### src/rtl/gpt_pkg.sv
package gpt_pkg;

    // access size encoding on req_size
    localparam logic [1:0] SZ_BYTE = 2'd0;
    localparam logic [1:0] SZ_HALF = 2'd1;
    localparam logic [1:0] SZ_WORD = 2'd2;

    // register word indices
    localparam int REG_CTRL  = 0;
    localparam int REG_COUNT = 1;
    localparam int REG_LOAD  = 2;
    localparam int REG_MATCH = 3;
    localparam int REG_CAPT  = 4;
    localparam int REG_ISTAT = 5;
    localparam int REG_IEN   = 6;
    localparam int NUM_REGS  = 7;

    // control bits
    localparam int CTRL_RUN    = 0;
    localparam int CTRL_RELOAD = 1;
    localparam int CTRL_CMP    = 2;
    localparam int CTRL_CAP    = 3;
    localparam int CTRL_FALL   = 4;
    localparam int CTRL_W      = 5;

    // interrupt causes
    localparam int IRQ_OVF  = 0;
    localparam int IRQ_HIT  = 1;
    localparam int IRQ_CAP  = 2;
    localparam int NUM_IRQ  = 3;

endpackage

### src/rtl/gpt_bus_decode.sv
module gpt_bus_decode
    import gpt_pkg::*;
#(
    parameter int ADDR_W = 10,
    parameter int DATA_W = 32,
    localparam int OFF_W = $clog2(DATA_W / 8),
    localparam int IDX_W = ADDR_W - OFF_W
) (
    input  logic              req_valid,
    input  logic              req_write,
    input  logic [ADDR_W-1:0] req_addr,
    input  logic [1:0]        req_size,
    output logic              acc_ok,
    output logic              rd_en,
    output logic [IDX_W-1:0]  reg_idx,
    output logic [NUM_REGS-1:0] wr_sel,
    output logic [DATA_W-1:0] wr_lanes
);
    localparam int HALVES = DATA_W / 16;

    logic [OFF_W-1:0] off;
    logic             in_map;
    logic             align_ok;

    always_comb begin
        reg_idx = req_addr[ADDR_W-1:OFF_W];
        off     = req_addr[OFF_W-1:0];
        in_map  = reg_idx < IDX_W'(NUM_REGS);
        case (req_size)
            SZ_WORD: align_ok = (off == '0);
            SZ_HALF: align_ok = (off[0] == 1'b0);
            default: align_ok = 1'b0;
        endcase
        acc_ok = req_valid && in_map && align_ok;
        rd_en  = acc_ok && !req_write;
    end

    for (genvar h = 0; h < HALVES; h++) begin : g_lane
        assign wr_lanes[h*16 +: 16] =
            {16{(req_size == SZ_WORD) || (off[OFF_W-1:1] == (OFF_W-1)'(h))}};
    end

    for (genvar r = 0; r < NUM_REGS; r++) begin : g_sel
        assign wr_sel[r] = acc_ok && req_write && (reg_idx == IDX_W'(r));
    end

endmodule

### src/rtl/gpt_counter.sv
module gpt_counter #(
    parameter int DATA_W = 32
) (
    input  logic              clk,
    input  logic              rst_n,
    input  logic              run,
    input  logic              autoreload,
    input  logic              cmp_en,
    input  logic [DATA_W-1:0] load_val,
    input  logic [DATA_W-1:0] match_val,
    input  logic              wr_en,
    input  logic [DATA_W-1:0] wr_lanes,
    input  logic [DATA_W-1:0] wdata,
    output logic [DATA_W-1:0] cnt_q,
    output logic              ovf_pulse,
    output logic              hit_pulse
);
    typedef struct packed {
        logic [DATA_W-1:0] cnt;
    } cnt_state_t;

    cnt_state_t st_d, st_q;

    always_comb begin
        st_d      = st_q;
        ovf_pulse = run && (st_q.cnt == '1);
        hit_pulse = run && cmp_en && (st_q.cnt == match_val);
        if (wr_en) begin
            st_d.cnt = (st_q.cnt & ~wr_lanes) | (wdata & wr_lanes);
        end else if (run) begin
            if (ovf_pulse) st_d.cnt = autoreload ? load_val : '0;
            else           st_d.cnt = st_q.cnt + DATA_W'(1);
        end
    end

    always_ff @(posedge clk or negedge rst_n) begin
        if (!rst_n) st_q <= '0;
        else        st_q <= st_d;
    end

    assign cnt_q = st_q.cnt;

endmodule

### src/rtl/gpt_capture.sv
module gpt_capture #(
    parameter int DATA_W      = 32,
    parameter int SYNC_STAGES = 2
) (
    input  logic              clk,
    input  logic              rst_n,
    input  logic              evt_in,
    input  logic              cap_en,
    input  logic              fall_sel,
    input  logic [DATA_W-1:0] cnt,
    output logic [DATA_W-1:0] capt_q,
    output logic              cap_pulse
);
    typedef struct packed {
        logic [SYNC_STAGES-1:0] sync;
        logic                   prev;
        logic [DATA_W-1:0]      capt;
    } cap_state_t;

    cap_state_t st_d, st_q;
    logic       synced;
    logic       edge_hit;

    always_comb begin
        st_d      = st_q;
        synced    = st_q.sync[SYNC_STAGES-1];
        st_d.sync = {st_q.sync[SYNC_STAGES-2:0], evt_in};
        st_d.prev = synced;
        edge_hit  = fall_sel ? (!synced && st_q.prev) : (synced && !st_q.prev);
        cap_pulse = cap_en && edge_hit;
        if (cap_pulse) st_d.capt = cnt;
    end

    always_ff @(posedge clk or negedge rst_n) begin
        if (!rst_n) st_q <= '0;
        else        st_q <= st_d;
    end

    assign capt_q = st_q.capt;

endmodule

### src/rtl/gp_timer.sv
module gp_timer
    import gpt_pkg::*;
#(
    parameter int ADDR_W      = 10,
    parameter int DATA_W      = 32,
    parameter int SYNC_STAGES = 2
) (
    input  logic              clk,
    input  logic              rst_n,
    input  logic              req_valid,
    input  logic              req_write,
    input  logic [ADDR_W-1:0] req_addr,
    input  logic [1:0]        req_size,
    input  logic [DATA_W-1:0] req_wdata,
    input  logic              evt_in,
    output logic              rsp_valid,
    output logic              rsp_err,
    output logic [DATA_W-1:0] rsp_rdata,
    output logic              irq
);
    localparam int OFF_W = $clog2(DATA_W / 8);
    localparam int IDX_W = ADDR_W - OFF_W;

    typedef struct packed {
        logic [CTRL_W-1:0]  ctrl;
        logic [DATA_W-1:0]  load;
        logic [DATA_W-1:0]  match;
        logic [NUM_IRQ-1:0] istat;
        logic [NUM_IRQ-1:0] ien;
        logic               rsp_valid;
        logic               rsp_err;
        logic [DATA_W-1:0]  rsp_rdata;
    } regs_t;

    regs_t q, d;

    logic                acc_ok;
    logic                rd_en;
    logic [IDX_W-1:0]    reg_idx;
    logic [NUM_REGS-1:0] wr_sel;
    logic [DATA_W-1:0]   wr_lanes;
    logic [DATA_W-1:0]   cnt_q;
    logic [DATA_W-1:0]   capt_q;
    logic                ovf_pulse;
    logic                hit_pulse;
    logic                cap_pulse;
    logic                ctrl_run;
    logic                ctrl_reload;
    logic                cnt_wr;
    logic                istat_wr;
    logic [DATA_W-1:0]   load_val;

    function automatic logic [DATA_W-1:0] merge_lanes(
        input logic [DATA_W-1:0] old_v,
        input logic [DATA_W-1:0] new_v,
        input logic [DATA_W-1:0] lanes
    );
        return (old_v & ~lanes) | (new_v & lanes);
    endfunction

    gpt_bus_decode #(
        .ADDR_W (ADDR_W),
        .DATA_W (DATA_W)
    ) u_decode (
        .req_valid (req_valid),
        .req_write (req_write),
        .req_addr  (req_addr),
        .req_size  (req_size),
        .acc_ok    (acc_ok),
        .rd_en     (rd_en),
        .reg_idx   (reg_idx),
        .wr_sel    (wr_sel),
        .wr_lanes  (wr_lanes)
    );

    assign ctrl_run    = q.ctrl[CTRL_RUN];
    assign ctrl_reload = q.ctrl[CTRL_RELOAD];
    assign cnt_wr      = wr_sel[REG_COUNT];
    assign istat_wr    = wr_sel[REG_ISTAT];
    assign load_val    = q.load;

    gpt_counter #(
        .DATA_W (DATA_W)
    ) u_counter (
        .clk        (clk),
        .rst_n      (rst_n),
        .run        (ctrl_run),
        .autoreload (ctrl_reload),
        .cmp_en     (q.ctrl[CTRL_CMP]),
        .load_val   (q.load),
        .match_val  (q.match),
        .wr_en      (cnt_wr),
        .wr_lanes   (wr_lanes),
        .wdata      (req_wdata),
        .cnt_q      (cnt_q),
        .ovf_pulse  (ovf_pulse),
        .hit_pulse  (hit_pulse)
    );

    gpt_capture #(
        .DATA_W      (DATA_W),
        .SYNC_STAGES (SYNC_STAGES)
    ) u_capture (
        .clk       (clk),
        .rst_n     (rst_n),
        .evt_in    (evt_in),
        .cap_en    (q.ctrl[CTRL_CAP]),
        .fall_sel  (q.ctrl[CTRL_FALL]),
        .cnt       (cnt_q),
        .capt_q    (capt_q),
        .cap_pulse (cap_pulse)
    );

    logic [DATA_W-1:0]  rd_val;
    logic [DATA_W-1:0]  ctrl_new;
    logic [DATA_W-1:0]  ien_new;
    logic [DATA_W-1:0]  clr_word;
    logic [NUM_IRQ-1:0] clr_bits;
    logic [NUM_IRQ-1:0] set_bits;

    always_comb begin
        case (reg_idx)
            IDX_W'(REG_CTRL):  rd_val = DATA_W'(q.ctrl);
            IDX_W'(REG_COUNT): rd_val = cnt_q;
            IDX_W'(REG_LOAD):  rd_val = q.load;
            IDX_W'(REG_MATCH): rd_val = q.match;
            IDX_W'(REG_CAPT):  rd_val = capt_q;
            IDX_W'(REG_ISTAT): rd_val = DATA_W'(q.istat);
            IDX_W'(REG_IEN):   rd_val = DATA_W'(q.ien);
            default:           rd_val = '0;
        endcase

        d = q;

        d.rsp_valid = req_valid;
        d.rsp_err   = req_valid && !acc_ok;
        d.rsp_rdata = rd_en ? rd_val : '0;

        ctrl_new = merge_lanes(DATA_W'(q.ctrl), req_wdata, wr_lanes);
        ien_new  = merge_lanes(DATA_W'(q.ien), req_wdata, wr_lanes);
        if (wr_sel[REG_CTRL])  d.ctrl  = ctrl_new[CTRL_W-1:0];
        if (wr_sel[REG_LOAD])  d.load  = merge_lanes(q.load, req_wdata, wr_lanes);
        if (wr_sel[REG_MATCH]) d.match = merge_lanes(q.match, req_wdata, wr_lanes);
        if (wr_sel[REG_IEN])   d.ien   = ien_new[NUM_IRQ-1:0];

        clr_word = req_wdata & wr_lanes;
        clr_bits = istat_wr ? clr_word[NUM_IRQ-1:0] : '0;
        set_bits = '0;
        set_bits[IRQ_OVF] = ovf_pulse;
        set_bits[IRQ_HIT] = hit_pulse;
        set_bits[IRQ_CAP] = cap_pulse;
        d.istat = (q.istat & ~clr_bits) | set_bits;
    end

    always_ff @(posedge clk or negedge rst_n) begin
        if (!rst_n) q <= '0;
        else        q <= d;
    end

    assign rsp_valid = q.rsp_valid;
    assign rsp_err   = q.rsp_err;
    assign rsp_rdata = q.rsp_rdata;
    assign irq       = |(q.istat & q.ien);

endmodule

### config.mk
export PLATFORM = sky130hd
export DESIGN_NAME = gp_timer
export DESIGN_NICKNAME = d
export VERILOG_FILES = /design/src/rtl/gpt_pkg.sv /design/src/rtl/gpt_bus_decode.sv /design/src/rtl/gpt_counter.sv /design/src/rtl/gpt_capture.sv /design/src/rtl/gp_timer.sv
export SDC_FILE = /design/constraint.sdc
export NUM_CORES = 1
export LEC_CHECK = 0
export BUFFER_PORTS_ARGS = -buffer_cell sky130_fd_sc_hd__clkbuf_2
export CAP_MARGIN = 20
export CORE_MARGIN = 1
export CORE_UTILIZATION = 40
export CTS_BUF_LIST = sky130_fd_sc_hd__clkbuf_4
export CTS_CLUSTER_DIAMETER = 40
export DETAILED_ROUTE_END_ITERATION = 8
export GPL_ROUTABILITY_DRIVEN = 1
export PLACE_DENSITY = 0.63
export RECOVER_POWER = 50
export SLEW_MARGIN = 20
export SYNTH_ARGS = -nofsm -noshare
export SYNTH_HDL_FRONTEND = slang
export SYNTH_SLANG_ARGS = --single-unit
export TNS_END_PERCENT = 1
### constraint.sdc
create_clock -name clk -period 2.6 [get_ports clk]
set_input_delay 0.13 -clock clk [delete_from_list [all_inputs] [get_ports clk]]
set_output_delay 0.13 -clock clk [all_outputs]
set_load 0.03 [all_outputs]
# After elaboration in Yosys (flattened, before gate mapping)
# Cells that the tools add are included.
[word_totals]
in_bits = 49
ff_bits = 176
[classes]
bitwise = 18
mux = 9
eq_ne = 10
n_reduce_logical = 27
magnitude_cmp = 1
add_sub_neg = 1
[op_table]
columns = ["op", "count"]
rows = [
  ["$pmux 32 s7", 1],
  ["$mux 32", 5],
  ["$and 32x32->32", 4],
  ["$or 32x32->32", 3],
  ["$add 32x1->32 const B", 1],
  ["$eq 32x32->1", 1],
  ["$eq 32x32->1 const B", 1],
  ["$not 32->32", 1],
  ["$eq 8x3->1 const B", 3],
  ["$logic_and 1x1->1", 17],
  ["$eq 8x2->1 const B", 2],
  ["$and 3x3->3", 3],
  ["$eq 8x1->1 const B", 1],
  ["$logic_not 8->1", 1],
  ["$lt 8x3->1 const B", 1],
  ["$or 3x3->3", 2],
  ["$and 5x5->5", 1],
  ["$or 5x5->5", 1],
  ["$logic_not 1->1", 4],
  ["$mux 3", 1],
  ["$not 3->3", 1],
  ["$reduce_or 3->1", 1],
  ["$eq 2x1->1 const B", 1],
  ["$eq 2x2->1 const B", 1],
  ["6 further kinds", 8],
]

# Logic depth before layout (Yosys ltp)
[depth]
depth_word = 9
mapped_depth = 11
depth_no_buf = 8

# Modules after synthesis
# Synthesis repeated with hierarchy kept, for this count alone.
[unflattened]
hier_cells = 1246
area_unflattened_um2 = 11893.9
[modules_own_cells]
columns = ["module", "cells_per_inst", "n_inst", "area_each_um2", "seq_area_each_um2"]
rows = [
  ["gp_timer", 486, 1, 5452.7, 2727.6],
  ["gpt_counter", 392, 1, 3209.3, 800.8],
  ["gpt_capture", 300, 1, 2737.6, 875.8],
  ["gpt_bus_decode", 68, 1, 494.2, 0.0],
]

# Worst setup path after synthesis
# Ideal clock, no wire load.
[synth_path]
path_kind = "in2reg"
from = "in req_size[0]"
to = "reg (tool-made name)"
t_arrival_ps = 2228
cell_stages = 9
setup_time_ps = 125
path_slack_ps = 247
cell_sequence = "inv_1 > ha_1 > or3b_1 > a2111oi_4 > buf_6 > nand2_4 > nor3_4 > buf_8 > mux2_4"
[synth_lines]
columns = ["item", "line_no", "rtl"]
rows = [
  ["start, declared", "gp_timer.sv:13", "input logic [1:0] req_size,"],
]

==> metrics.txt <==
Syn Nets 891; vias in the first global route 7073; crit path time final 2.42 ns; Seq/Total Area, Yosys 47.7%; die area 23700 sq um; library cells used by synthesis 66; final hold viol count 0; I/O pin count 84; Resized cells post-CTS 0; # setup viols final 0; Seq cells post-synth 176; antenna violations before repair 2; max-cap violations 1; global-route wire length before repair 40.1 mm; Worst Hold Launch req_addr[3]; clock-pin slew on the worst setup and hold paths 0.16 ns; Pins Over Slew Limit 72; starting density of the core 40.8%; flop-to-flop setup slack 0.18 ns; hold_ws 0.122 ns; Num CTS Buffers 17; DR vias/cell 5.76; drt first-iter violations 664; global route total overflow 0; Rows 55; number of port buffers 83; routed vias 7146; actual slew at the worst max-slew pin 1.93 ns; Die Width 154 microns; largest net degree at the start of global routing 73; failing checks capacitance limit, slew limit; CTS max path bufs 2; Routed Antenna Nets 0; outcome complete, but fails checks; CTS Sinks 176; worst-skew pair later-pin latency 0.61 ns; Slew HR -28.7%; Final Skew 0.0213 ns; CP endpoint kind flip-flop; RSZ-0062 raised after global routing no; GPL Wtd Cong 0.857; ys flop type dfrtp_1; Register-to-Register Path Depth 8; P&R area growth vs syn 15.3%; Finished Core Util 47.0%; post-synthesis cell area 9240 sq um; clk root buf clkbuf_4; drt pass-1 iters 8; WL/cell 20.2 microns; Hold WC Path Type input pin to flip-flop; period utilization 93.0%; DP Worst Slack 0.0975 ns; routed wire length 25.0 mm; Synth Area per Inst 11.0 sq um; ys async rst share 100%; total track usage 22.0%; Fmax 414 MHz; net count reported at finish 993; Die H 154 microns; CTS tree done; Core ar. 22600 sq um; PwrDens 425 nW/um^2; DRC errors left 0; Worst VDD drop 0.225 mV; WP data required 3.08 ns; Filler Cell Count 2075; synth warn 0; count of flip-flops with a built-in enable after synthesis 0; setup ws final 0.183 ns; CP max FO 9; Mapped Cells 839; type of origin of the critical path flip-flop; static leakage 0.00483 uW; H-tree Lvls 4; Fin Setup TNS 0 ns; CP Class flip-flop to flip-flop; fraction of layout cells with a size suffix above 1 30.5%; Arr. time, crit path 2.90 ns; Final HPWL DP 17.5 mm
-- cells by family (layout without fill, tap and decap cells) --
| family | Yosys count | after routing | share of synthesized area [%] |
|---|---|---|---|
| adders and majority gates | 3 | 3 | 0.406 |
| DFF | 176 | 176 | 47.7 |
| muxes | 100 | 100 | 13.0 |
| AOI/OAI and AO/OA | 178 | 178 | 13.7 |
| and+or+nand+nor | 212 | 212 | 13.0 |
| xor gates and xnor gates | 53 | 53 | 5.03 |
| buffers and inverters | 117 | 232 | 7.12 |
| other | 0 | 2 | 0 |
-- metal layers --
| metal | global-route usage (%) | vias up | wire, microns |
|---|---|---|---|
| met2 | 35.8 | 243 | 12100 |
| met3 | 4.59 | 37 | 1450 |
| li1 | - | 3257 | - |
| met1 | 29.3 | 3609 | 11000 |
| met5 | 0 | - | 0 |
| met4 | 7.24 | 0 | 464 |
-- metrics by stage --
| step | area (sq um) | std cells | power [uW] |
|---|---|---|---|
| after global placement | 10100 | 1172 | 2990 |
| after floorplan | 9240 | 839 | 2850 |
| after global routing | 10600 | 1240 | 4710 |
| after CTS | 10700 | 1239 | 4570 |
| final | 10600 | 1241 | 4530 |
| after detailed placement | 10100 | 1172 | 3000 |
-- how the worst min path moves through the flow --
stage / to / slack (ns) / cells after the start
global route: rsp_rdata[26]$_DFF_PN0_ / 0.1 / 3
finish: q[39]$_DFF_PN0_ / 0.12 / 4
global placement: rsp_rdata[30]$_DFF_PN0_ / 0.19 / 1
detailed placement: rsp_rdata[30]$_DFF_PN0_ / 0.20 / 1
floorplan: async pin / -0.17 / 0
CTS: q[39]$_DFF_PN0_ / 0.08 / 4
-- Yosys cell counts, types with 3 or more instances --
master,count,area (sq um)
ha_1,3,37.5
nor4_2,3,37.5
buf_6,3,33.8
dfrtp_1,176,4400
or3_1,3,18.8
and2_1,5,31.3
nor2_1,31,116
inv_1,16,60.1
o2bb2ai_1,6,52.6
xnor2_1,19,166
a22oi_1,13,97.6
o21ai_1,3,15.0
a211oi_1,6,45.0
a21oi_1,52,260
nand2_1,61,229
mux2_4,20,300
buf_2,29,145
a31oi_1,9,56.3
and3_1,11,68.8
xor2_1,34,298
a22o_1,3,26.3
nand3_1,24,120
a221o_1,4,40.0
a222oi_1,33,330
nor4_1,8,50.1
nand4_1,20,125
mux2_2,80,901
buf_4,36,270
o211ai_1,8,60.1
nor3_1,17,85.1
clkbuf_1,28,105
and4_1,3,26.3
o21ai_0,24,120
a221oi_1,3,26.3
-- cells in the final DEF (no fill, tap or decap), types with 20 or more instances in the layout --
master	instances
buf_4	53
nand4_1	20
dfrtp_1	176
nand2_1	61
a21oi_1	52
o21ai_0	24
mux2_4	20
nor2_1	31
clkbuf_2	71
a222oi_1	33
nand3_1	24
dlygate4sd3_1	35
mux2_2	80
xor2_1	34
-- power by group --
| part | leakage [uW] | internal (uW) | switching [uW] |
|---|---|---|---|
| combinational | 0.00235 | 87.6 | 142 |
| sequential | 0.00233 | 2740 | 4.80 |
| clock | 0.000144 | 489 | 1060 |
| total | 0.00483 | 3320 | 1210 |
-- area by class of cell --
type	instances	area, sq um	area share [%]
tap	285	357	3.35
inverter	16	60.1	0.564
timing repair buffer	184	1380	12.9
antenna	2	5.00	0.0470
clock inverter	15	136	1.28
clock buffer	17	128	1.20
sequential	176	4400	41.4
multi-input combinational	546	4180	39.3
-- what timing repair did --
| action | in CTS | in global routing |
|---|---|---|
| hold buffers | 35 | 0 |
| setup buffers | 0 | 0 |
| hold endpoints to repair | 179 | 0 |
-- critical path, cell delays in order (launching register included) --
cell and delay [ns]:
dfrtp_1 0.39, ha_1 0.25, nand3_4 0.14, or4_4 0.62, nor4_4 0.33, buf_4 0.24, nor2_1 0.06, a31oi_1 0.14
o211ai_1 0.11
(Power assumes the default switching activity.)
